<file path="config.mk">
export PLATFORM = sky130hd
export DESIGN_NAME = seg_xlate
export DESIGN_NICKNAME = d
export VERILOG_FILES = /design/src/rtl/segx_pkg.sv /design/src/rtl/segx_sel_reg.sv /design/src/rtl/segx_window_mux.sv /design/src/rtl/segx_ref_check.sv /design/src/rtl/seg_xlate.sv
export SDC_FILE = /design/constraint.sdc
export NUM_CORES = 1
export LEC_CHECK = 0
export BUFFER_PORTS_ARGS = -buffer_cell sky130_fd_sc_hd__clkbuf_2
export CORE_MARGIN = 1.5
export CORE_UTILIZATION = 31
export DETAILED_ROUTE_END_ITERATION = 12
export PLACE_DENSITY = 0.74
export SYNTH_ARGS = -nofsm -noshare
export SYNTH_HDL_FRONTEND = slang
export SYNTH_HIERARCHICAL = 1
export SYNTH_SLANG_ARGS = --single-unit
export TNS_END_PERCENT = 5
</file>
<file path="constraint.sdc">
create_clock -name clk -period 0.8 [get_ports clk]
set_clock_uncertainty 0.15 [all_clocks]
set_input_delay 0.16 -clock clk [delete_from_list [all_inputs] [get_ports clk]]
set_output_delay 0.16 -clock clk [all_outputs]
set_load 0.02 [all_outputs]
</file>
<file path="src/rtl/segx_pkg.sv">
package segx_pkg;
  typedef enum logic [1:0] {
    ACC_FETCH    = 2'b00,
    ACC_DIRECT   = 2'b01,
    ACC_INDIRECT = 2'b10,
    ACC_RSVD     = 2'b11
  } acc_kind_e;

  localparam int unsigned NUM_WIN = 2;
  localparam int unsigned WIN_CODE = 0;
  localparam int unsigned WIN_OPER = 1;
endpackage

</file>
<file path="src/rtl/segx_sel_reg.sv">
module segx_sel_reg #(
  parameter int unsigned W = 5
) (
  input  logic         clk,
  input  logic         rst_n,
  input  logic         we,
  input  logic [W-1:0] wdata,
  output logic [W-1:0] q
);
  always_ff @(posedge clk) begin
    if (!rst_n)  q <= '0;
    else if (we) q <= wdata;
  end
endmodule

</file>
<file path="src/rtl/segx_window_mux.sv">
module segx_window_mux #(
  parameter int unsigned SEG_BITS = 5,
  parameter int unsigned OFS_BITS = 10,
  localparam int unsigned LA_W = OFS_BITS + 1,
  localparam int unsigned PA_W = SEG_BITS + OFS_BITS
) (
  input  logic [SEG_BITS-1:0] code_seg,
  input  logic [SEG_BITS-1:0] oper_seg,
  input  logic [LA_W-1:0]     laddr,
  output logic                win_oper,
  output logic [PA_W-1:0]     paddr
);
  function automatic logic [PA_W-1:0] phys_of(
    input logic [SEG_BITS-1:0] seg,
    input logic [OFS_BITS-1:0] ofs
  );
    return {seg, ofs};
  endfunction

  assign win_oper = laddr[LA_W-1];
  assign paddr = phys_of(win_oper ? oper_seg : code_seg, laddr[OFS_BITS-1:0]);
endmodule

</file>
<file path="src/rtl/segx_ref_check.sv">
module segx_ref_check
  import segx_pkg::*;
(
  input  logic [1:0] acc_kind,
  input  logic       win_oper,
  output logic       ref_err
);
  function automatic logic illegal_ref(input acc_kind_e k, input logic oper);
    return (k == ACC_DIRECT) && oper;
  endfunction

  assign ref_err = illegal_ref(acc_kind_e'(acc_kind), win_oper);
endmodule

</file>
<file path="src/rtl/seg_xlate.sv">
module seg_xlate
  import segx_pkg::*;
#(
  parameter int unsigned SEG_BITS = 5,
  parameter int unsigned OFS_BITS = 10,
  localparam int unsigned LA_W = OFS_BITS + 1,
  localparam int unsigned PA_W = SEG_BITS + OFS_BITS
) (
  input  logic                clk,
  input  logic                rst_n,
  input  logic [LA_W-1:0]     laddr,
  input  logic [1:0]          acc_kind,
  input  logic                cseg_we,
  input  logic [SEG_BITS-1:0] cseg_wdata,
  input  logic                oseg_we,
  input  logic [SEG_BITS-1:0] oseg_wdata,
  output logic [SEG_BITS-1:0] cseg_q,
  output logic [SEG_BITS-1:0] oseg_q,
  output logic [PA_W-1:0]     paddr,
  output logic                ref_err
);
  logic                we_v   [NUM_WIN];
  logic [SEG_BITS-1:0] wd_v   [NUM_WIN];
  logic [SEG_BITS-1:0] seg_v  [NUM_WIN];
  logic                win_oper;

  assign we_v[WIN_CODE] = cseg_we;
  assign wd_v[WIN_CODE] = cseg_wdata;
  assign we_v[WIN_OPER] = oseg_we;
  assign wd_v[WIN_OPER] = oseg_wdata;

  for (genvar g = 0; g < NUM_WIN; g++) begin : g_sel
    segx_sel_reg #(.W(SEG_BITS)) u_reg (
      .clk   (clk),
      .rst_n (rst_n),
      .we    (we_v[g]),
      .wdata (wd_v[g]),
      .q     (seg_v[g])
    );
  end

  assign cseg_q = seg_v[WIN_CODE];
  assign oseg_q = seg_v[WIN_OPER];

  segx_window_mux #(.SEG_BITS(SEG_BITS), .OFS_BITS(OFS_BITS)) u_mux (
    .code_seg (seg_v[WIN_CODE]),
    .oper_seg (seg_v[WIN_OPER]),
    .laddr    (laddr),
    .win_oper (win_oper),
    .paddr    (paddr)
  );

  segx_ref_check u_chk_ref (
    .acc_kind (acc_kind),
    .win_oper (win_oper),
    .ref_err  (ref_err)
  );
endmodule

</file>
==> key figures, run 1 <==
Synthesis
  – EDFF count, synth: 0
  – Post-synth top cells: buf_4, dfxtp_1, mux2i_1, nor2b_1, mux2_2
  – Yosys top cell by area: dfxtp_1
  – Synth warn: 6
  – Post-synth cell types: 7
  – Synth top area cells: dfxtp_1, mux2i_1, buf_4
  – Sequential share of the synthesized area: 37.6%
  – Synth Cell Area: 533 µm²
  – Syn avg cell area: 10.9 µm²
  – Cells after Synth: 49
  – Asr flop ratio synth: 0%
  – Synth Flop Type: dfxtp_1
  – Count leader, synth: buf_4
  – Synth top area share: 37.6%
  – Syn Nets: 76
  – Yosys reg bits: 10

Worst setup path
  – Req. time, crit path: 490 ps
  – Crit end category: primary output
  – Crit start category: flip-flop
  – Max Fanout on Critical Path: 2
  – Worst path arrival time: 990 ps
  – Worst r2r src: g_sel[0].u_reg/q[4]$_SDFFE_PN0P_
  – CP startpoint: g_sel[0].u_reg/q[0]$_SDFFE_PN0P_
  – CP Class: flip-flop to primary output

Final layout
  – Largest Register: g_sel.u_reg/q
  – Ant. Diodes: 0
  – Max FFs per register: 10
  – Area delta synth->final: 60.3%
  – Largest regs: g_sel.u_reg/q x10
  – # nets final: 111
  – Layout cell share with drive strength beyond 1: 74.7%

Route
  – Drc violations: 5
  – Routed WL per cell: 13.0 µm
  – DRT Pass-1 Iters: 8
  – DR vias/cell: 4.64
  – Post-route ant nets: 0
  – Drt initial violations: 10
  – Vias: 459
  – Wirelength, routed: 1290 µm

Run
  – Max cap viols: 0

STA
  – Pins over their slew limit: 0
  – Final worst slack: -500 ps
  – Final period demand of the worst path: 1300 ps
  – Max_slew headroom: 86.6%
  – Worst-Margin Slew: 201 ps
  – Tcrit/Tclk final: 163%
  – Highest Clock Rate: 769 MHz
  – Final hold viol count: 0
  – Unrepaired setup endpoints after global routing: true
  – Setup violators final: 26

Die
  – Die Width: 44.5 µm
  – Top Ports: 53
  – Cell Rows: 14
  – Die ar.: 0.00198 mm²
  – DIE HEIGHT: 44.5 µm
  – Initial Utilization: 34.2%
  – Core box area: 0.00156 mm²

Pwr
  – Switching share of power: 25.9%
  – Combinational fraction of design power: 27.1%
  – Sw power: 358 µW
  – Total Power: 1.38 mW
  – Peak supply drop: 0.955 mV
  – Leakage: 0.451 nW
  – Pwr Density: 1620 mW/mm²
  – Int Power: 1.03 mW
  – Sequential Power Share: 40.0%
  – Clk network pwr share: 32.8%

CTS
  – Clock Sinks: 10
  – Clock Tree Buf Depth: 2
  – CTS clk-pin slew, worst paths: 70 ps
  – CTS root buf: clkbuf_4
  – CTS Buf Count: 3
  – Clk_lat worst skew: 260 ps
  – CTS Hold Bufs: 0
  – H-tree depth: 1
  – CTS tree: done

Placement
  – Routability Congestion: 0.694
  – # port buffers: 32
  – HPWL after DPL: 963 µm
  – Dpl ws: -354 ps

Global route
  – First-pass GRT wire length: 1780 µm
  – Gr usage total: 12.9%
  – Pin count of the biggest net entering global routing: 11
  – GR Overflow Total: 0
  – Initial antenna violation count: 0
  – Vias in the first global route: 427

Worst hold path
  – HP Class: input port to flip-flop
  – Min-Delay Startpoint: cseg_wdata[4]

Outcome
  – Violated checks: DRC, setup timing
  – Status: complete, but fails checks
-- kinds of logic after synthesis --
| family | count (synthesis) | synth area share, % |
|---|---|---|
| and+or+nand+nor | 11 | 13.4 |
| buffers and inverters | 13 | 19.7 |
| muxes | 15 | 29.3 |
| DFF | 10 | 37.6 |
-- cell type report --
cell class | count | area, µm²
fillers | 161 | 704
clock buffers | 4 | 36.3
flip-flops and latches | 10 | 213
well taps | 16 | 20.0
multi-input cells | 26 | 246
repair buffers | 43 | 339
-- layer usage --
| metal | GRT usage, % | wire length (µm) |
|---|---|---|
| met4 | 8.48 | 10 |
| met1 | 13.1 | 488 |
| met2 | 21.4 | 649 |
| met5 | 0 | 0 |
| met3 | 5.31 | 139 |
-- path summary, 6_finish.rpt --
check | to | slack, ps | cells after the start
max | paddr[10] | -500 | 2
min | g_sel[0].u_reg/q[4]$_SDFFE_PN0P_ | 10 | 3
max reg2reg | g_sel[0].u_reg/q[4]$_SDFFE_PN0P_ | -170 | 4
min reg2reg | g_sel[1].u_reg/q[3]$_SDFFE_PN0P_ | 460 | 3
-- critical path, stage by stage (launching register included) --
cell	delay, ps
dfxtp_2	320
mux2_4	270
buf_6	130
-- per-stage QoR --
step                      instances  hold slack (ps)  utilization, %  instance area (µm²)  TNS [ps]
after floorplan                  49              138               -                  564      -792
after global placement           94              170            45.8                  714     -3380
after detailed placement         94              170            45.8                  714     -3670
after CTS                        98             4.06            49.6                  773     -7420
after global routing             99             12.4            54.8                  855     -8070
final                            99             9.92            54.8                  855     -7040
-- power by group through the flow --
stage	Clock (mW)	Sequential, mW	Combinational, mW
5_1_grt	0.506	0.557	0.401
2_1_floorplan	0	0.601	0.206
4_1_cts	0.486	0.553	0.323
6_report	0.454	0.554	0.376
3_3_place_gp	0	0.561	0.303
3_5_place_dp	0	0.562	0.310
-- placed cells by master, fill, tap and decap left out --
cell type and n:
mux2_4 5, clkbuf_4 3, clkbuf_8 1, buf_6 19, dfxtp_2 10, clkbuf_2 21, buf_4 2, buf_2 1
and3b_1 1, nor2b_1 10, mux2i_1 10
-- repair_timing --
item                       in CTS  in global routing
resized for setup               6                 34
buffers inserted                0                  1
setup endpoints to repair      26                 26
hold endpoints to repair        0                  0
Note: power is estimated with default switching activity, not from simulation.
==> inputs of run 2 (changes only) <==
CORE_UTILIZATION = 30   (was 31)
PLACE_DENSITY = 0.73   (was 0.74)
SYNTH_HIERARCHICAL = default   (was 1)
==> run 2 against run 1 <==
The flow finishes with violations (DRC, hold timing, setup timing). Critical path depth unchanged. Global-route usage increased by 0.52 points. Die area increased by 0.63%. Sequential power about the same. Routed wire length decreased by 4.8%. Via count decreased by 0.65%. Largest power group unchanged. Fmax decreased by 0.36%. Core utilization increased by 2.0 points. Clock power increased by 2%. Synthesized area decreased by 2.6%. Clock-buffer cell count unchanged.
==> key figures, run 2 <==
Outcome
  – Status: complete, but fails checks
  – Violated checks: DRC, hold timing, setup timing

Worst setup path
  – Max Fanout on Critical Path: 2
  – Peak per-stage delay on the critical path: 320 ps
  – Reg2reg path depth: 4
  – Crit start category: flip-flop
  – Req. time, crit path: 490 ps
  – Crit-path leading delay family: flip-flops
  – CP Capture Point: paddr[12]
  – CP Depth: 2
  – CP Class: flip-flop to primary output
  – Worst r2r src: g_sel[0].u_reg.q[0]$_SDFFE_PN0P_
  – CP cell instances: mux2_4 -> buf_6
  – FF-to-FF setup slack: -170 ps
  – Buf+Inv Stages, Crit Path: 1
  – Worst path arrival time: 990 ps
  – CP max stage cell: dfxtp_2
  – R2R Path End: g_sel[0].u_reg.q[0]$_SDFFE_PN0P_
  – Crit end category: primary output
  – CP startpoint: g_sel[0].u_reg.q[2]$_SDFFE_PN0P_

Global route
  – Gr usage total: 13.4%
  – First-pass GRT wire length: 1770 µm
  – Vias in the first global route: 411
  – Initial antenna violation count: 0
  – Pin count of the biggest net entering global routing: 11
  – GR Overflow Total: 0

Run
  – Max cap viols: 0

Final layout
  – Largest Register: g_sel.u_reg.q
  – Non-Filler Instances: 101
  – Most common cell after layout, fill and taps aside: buf_6
  – Max FFs per register: 10
  – Final Instance Area: 886 µm²
  – Final design utilization: 56.8%
  – Fillcell total: 132
  – Largest regs: g_sel.u_reg.q x10
  – Layout cell share with drive strength beyond 1: 77.6%
  – Ant. Diodes: 0
  – Most frequent cells in the layout: buf_6, clkbuf_2, nor2b_1, dfxtp_2, mux2i_1
  – Area delta synth->final: 70.6%
  – # nets final: 113

STA
  – Highest Clock Rate: 766 MHz
  – Unrepaired setup endpoints after global routing: true
  – Fin Hold WS: -6.44 ps
  – Pins over their slew limit: 0
  – Fin Setup TNS: -7460 ps
  – Setup violators final: 26
  – Final period demand of the worst path: 1300 ps
  – Max_slew headroom: 85.9%
  – Worst-Margin Slew: 211 ps
  – Final hold viol count: 2
  – Final worst slack: -505 ps
  – Tcrit/Tclk final: 163%

Synthesis
  – Post-synth top cells: buf_4, dfxtp_1, mux2i_1, nor2b_1, mux2_2
  – Count leader, synth: buf_4
  – Syn avg cell area: 10.8 µm²
  – Asr flop ratio synth: 0%
  – Synth warn: 0
  – Yosys top cell by area: dfxtp_1
  – EDFF count, synth: 0
  – Synth Cell Area: 519 µm²
  – Synth top area cells: dfxtp_1, mux2i_1, buf_4
  – Cells after Synth: 48
  – Synth top area share: 38.6%
  – Synth Flop Type: dfxtp_1
  – Post-synth cell types: 6
  – Syn Nets: 75
  – Sequential share of the synthesized area: 38.6%
  – Yosys reg bits: 10

Route
  – Post-route ant nets: 0
  – Routed WL per cell: 12.1 µm
  – DR vias/cell: 4.51
  – Drt initial violations: 8
  – Drc violations: 6
  – Wirelength, routed: 1230 µm
  – DRT Pass-1 Iters: 7
  – Vias: 456

CTS
  – H-tree depth: 1
  – CTS root buf: clkbuf_4
  – CTS clk-pin slew, worst paths: 70 ps
  – Clock Sinks: 10
  – CTS Buf Count: 3
  – Clk_lat worst skew: 270 ps
  – Clock Tree Buf Depth: 2
  – CTS tree: done

Die
  – Cell Rows: 14
  – Top Ports: 53
  – Die Width: 44.6 µm
  – Core box area: 0.00156 mm²
  – DIE HEIGHT: 44.6 µm
  – Die ar.: 0.00199 mm²
  – Initial Utilization: 33.3%

Placement
  – Routability Congestion: 0.672
  – Placed instance count: 94
  – Dpl ws: -353 ps
  – DP Area: 716 µm²
  – # port buffers: 32

Pwr
  – Peak supply drop: 0.935 mV
  – Leakage: 0.462 nW
  – Pwr Density: 1590 mW/mm²
  – Total Power: 1.41 mW

Worst hold path
  – HP Class: input port to flip-flop
[run 2: repair_timing]
| item | CTS | global route |
|---|---|---|
| hold endpoints to repair | 7 | 3 |
| endpoints found under the setup margin | 26 | 26 |
| buffers inserted | 0 | 3 |
| gates resized for setup | 9 | 36 |
| gates cloned | 0 | 0 |
[run 2: layout make-up]
class | instances | area [µm²] | area share (%)
multi-input combinational | 26 | 251 | 28.4
clock buffer | 4 | 36.3 | 4.10
tap | 16 | 20.0 | 2.26
timing repair buffer | 45 | 365 | 41.2
sequential | 10 | 213 | 24.0
[run 2: cell families (layout without fill, tap and decap cells)]
family / Yosys count / after routing / synth area share, %
multiplexers: 15 / 15 / 30.1
buffers and inverters: 12 / 49 / 17.4
AND/OR/NAND/NOR: 11 / 11 / 14.0
flip-flops: 10 / 10 / 38.6
[run 2: routing by layer]
| metal | vias up | track usage (%) | routed length [µm] |
|---|---|---|---|
| li1 | 225 | - | - |
| met2 | 34 | 20.6 | 543 |
| met5 | - | 0 | 0 |
| met3 | 5 | 8.57 | 181 |
| met4 | 0 | 6.06 | 14 |
| met1 | 192 | 14.4 | 487 |
[run 2: power breakdown]
group	internal [mW]	switching, mW
registers	0.534	0.0205
clock network	0.277	0.187
logic	0.230	0.162
total	1.04	0.369
[run 2: how the worst min path moves through the flow]
stage                       start                                to  slack [ps]  cells after the start
floorplan                   rst_n  g_sel[0].u_reg.q[0]$_SDFFE_PN0P_         140                      1
global placement         laddr[1]                          paddr[1]         170                      0
global route        oseg_wdata[4]  g_sel[1].u_reg.q[4]$_SDFFE_PN0P_          -4                      3
finish              oseg_wdata[0]  g_sel[1].u_reg.q[0]$_SDFFE_PN0P_          -6                      3
CTS                 oseg_wdata[0]  g_sel[1].u_reg.q[0]$_SDFFE_PN0P_         -10                      3
detailed placement       laddr[1]                          paddr[1]         170                      0
[run 2: worst register-to-register path: stages, from the launching register on]
cell	delay, ps
dfxtp_2	320
buf_6	100
buf_6	100
mux2i_1	130
nor2b_1	60
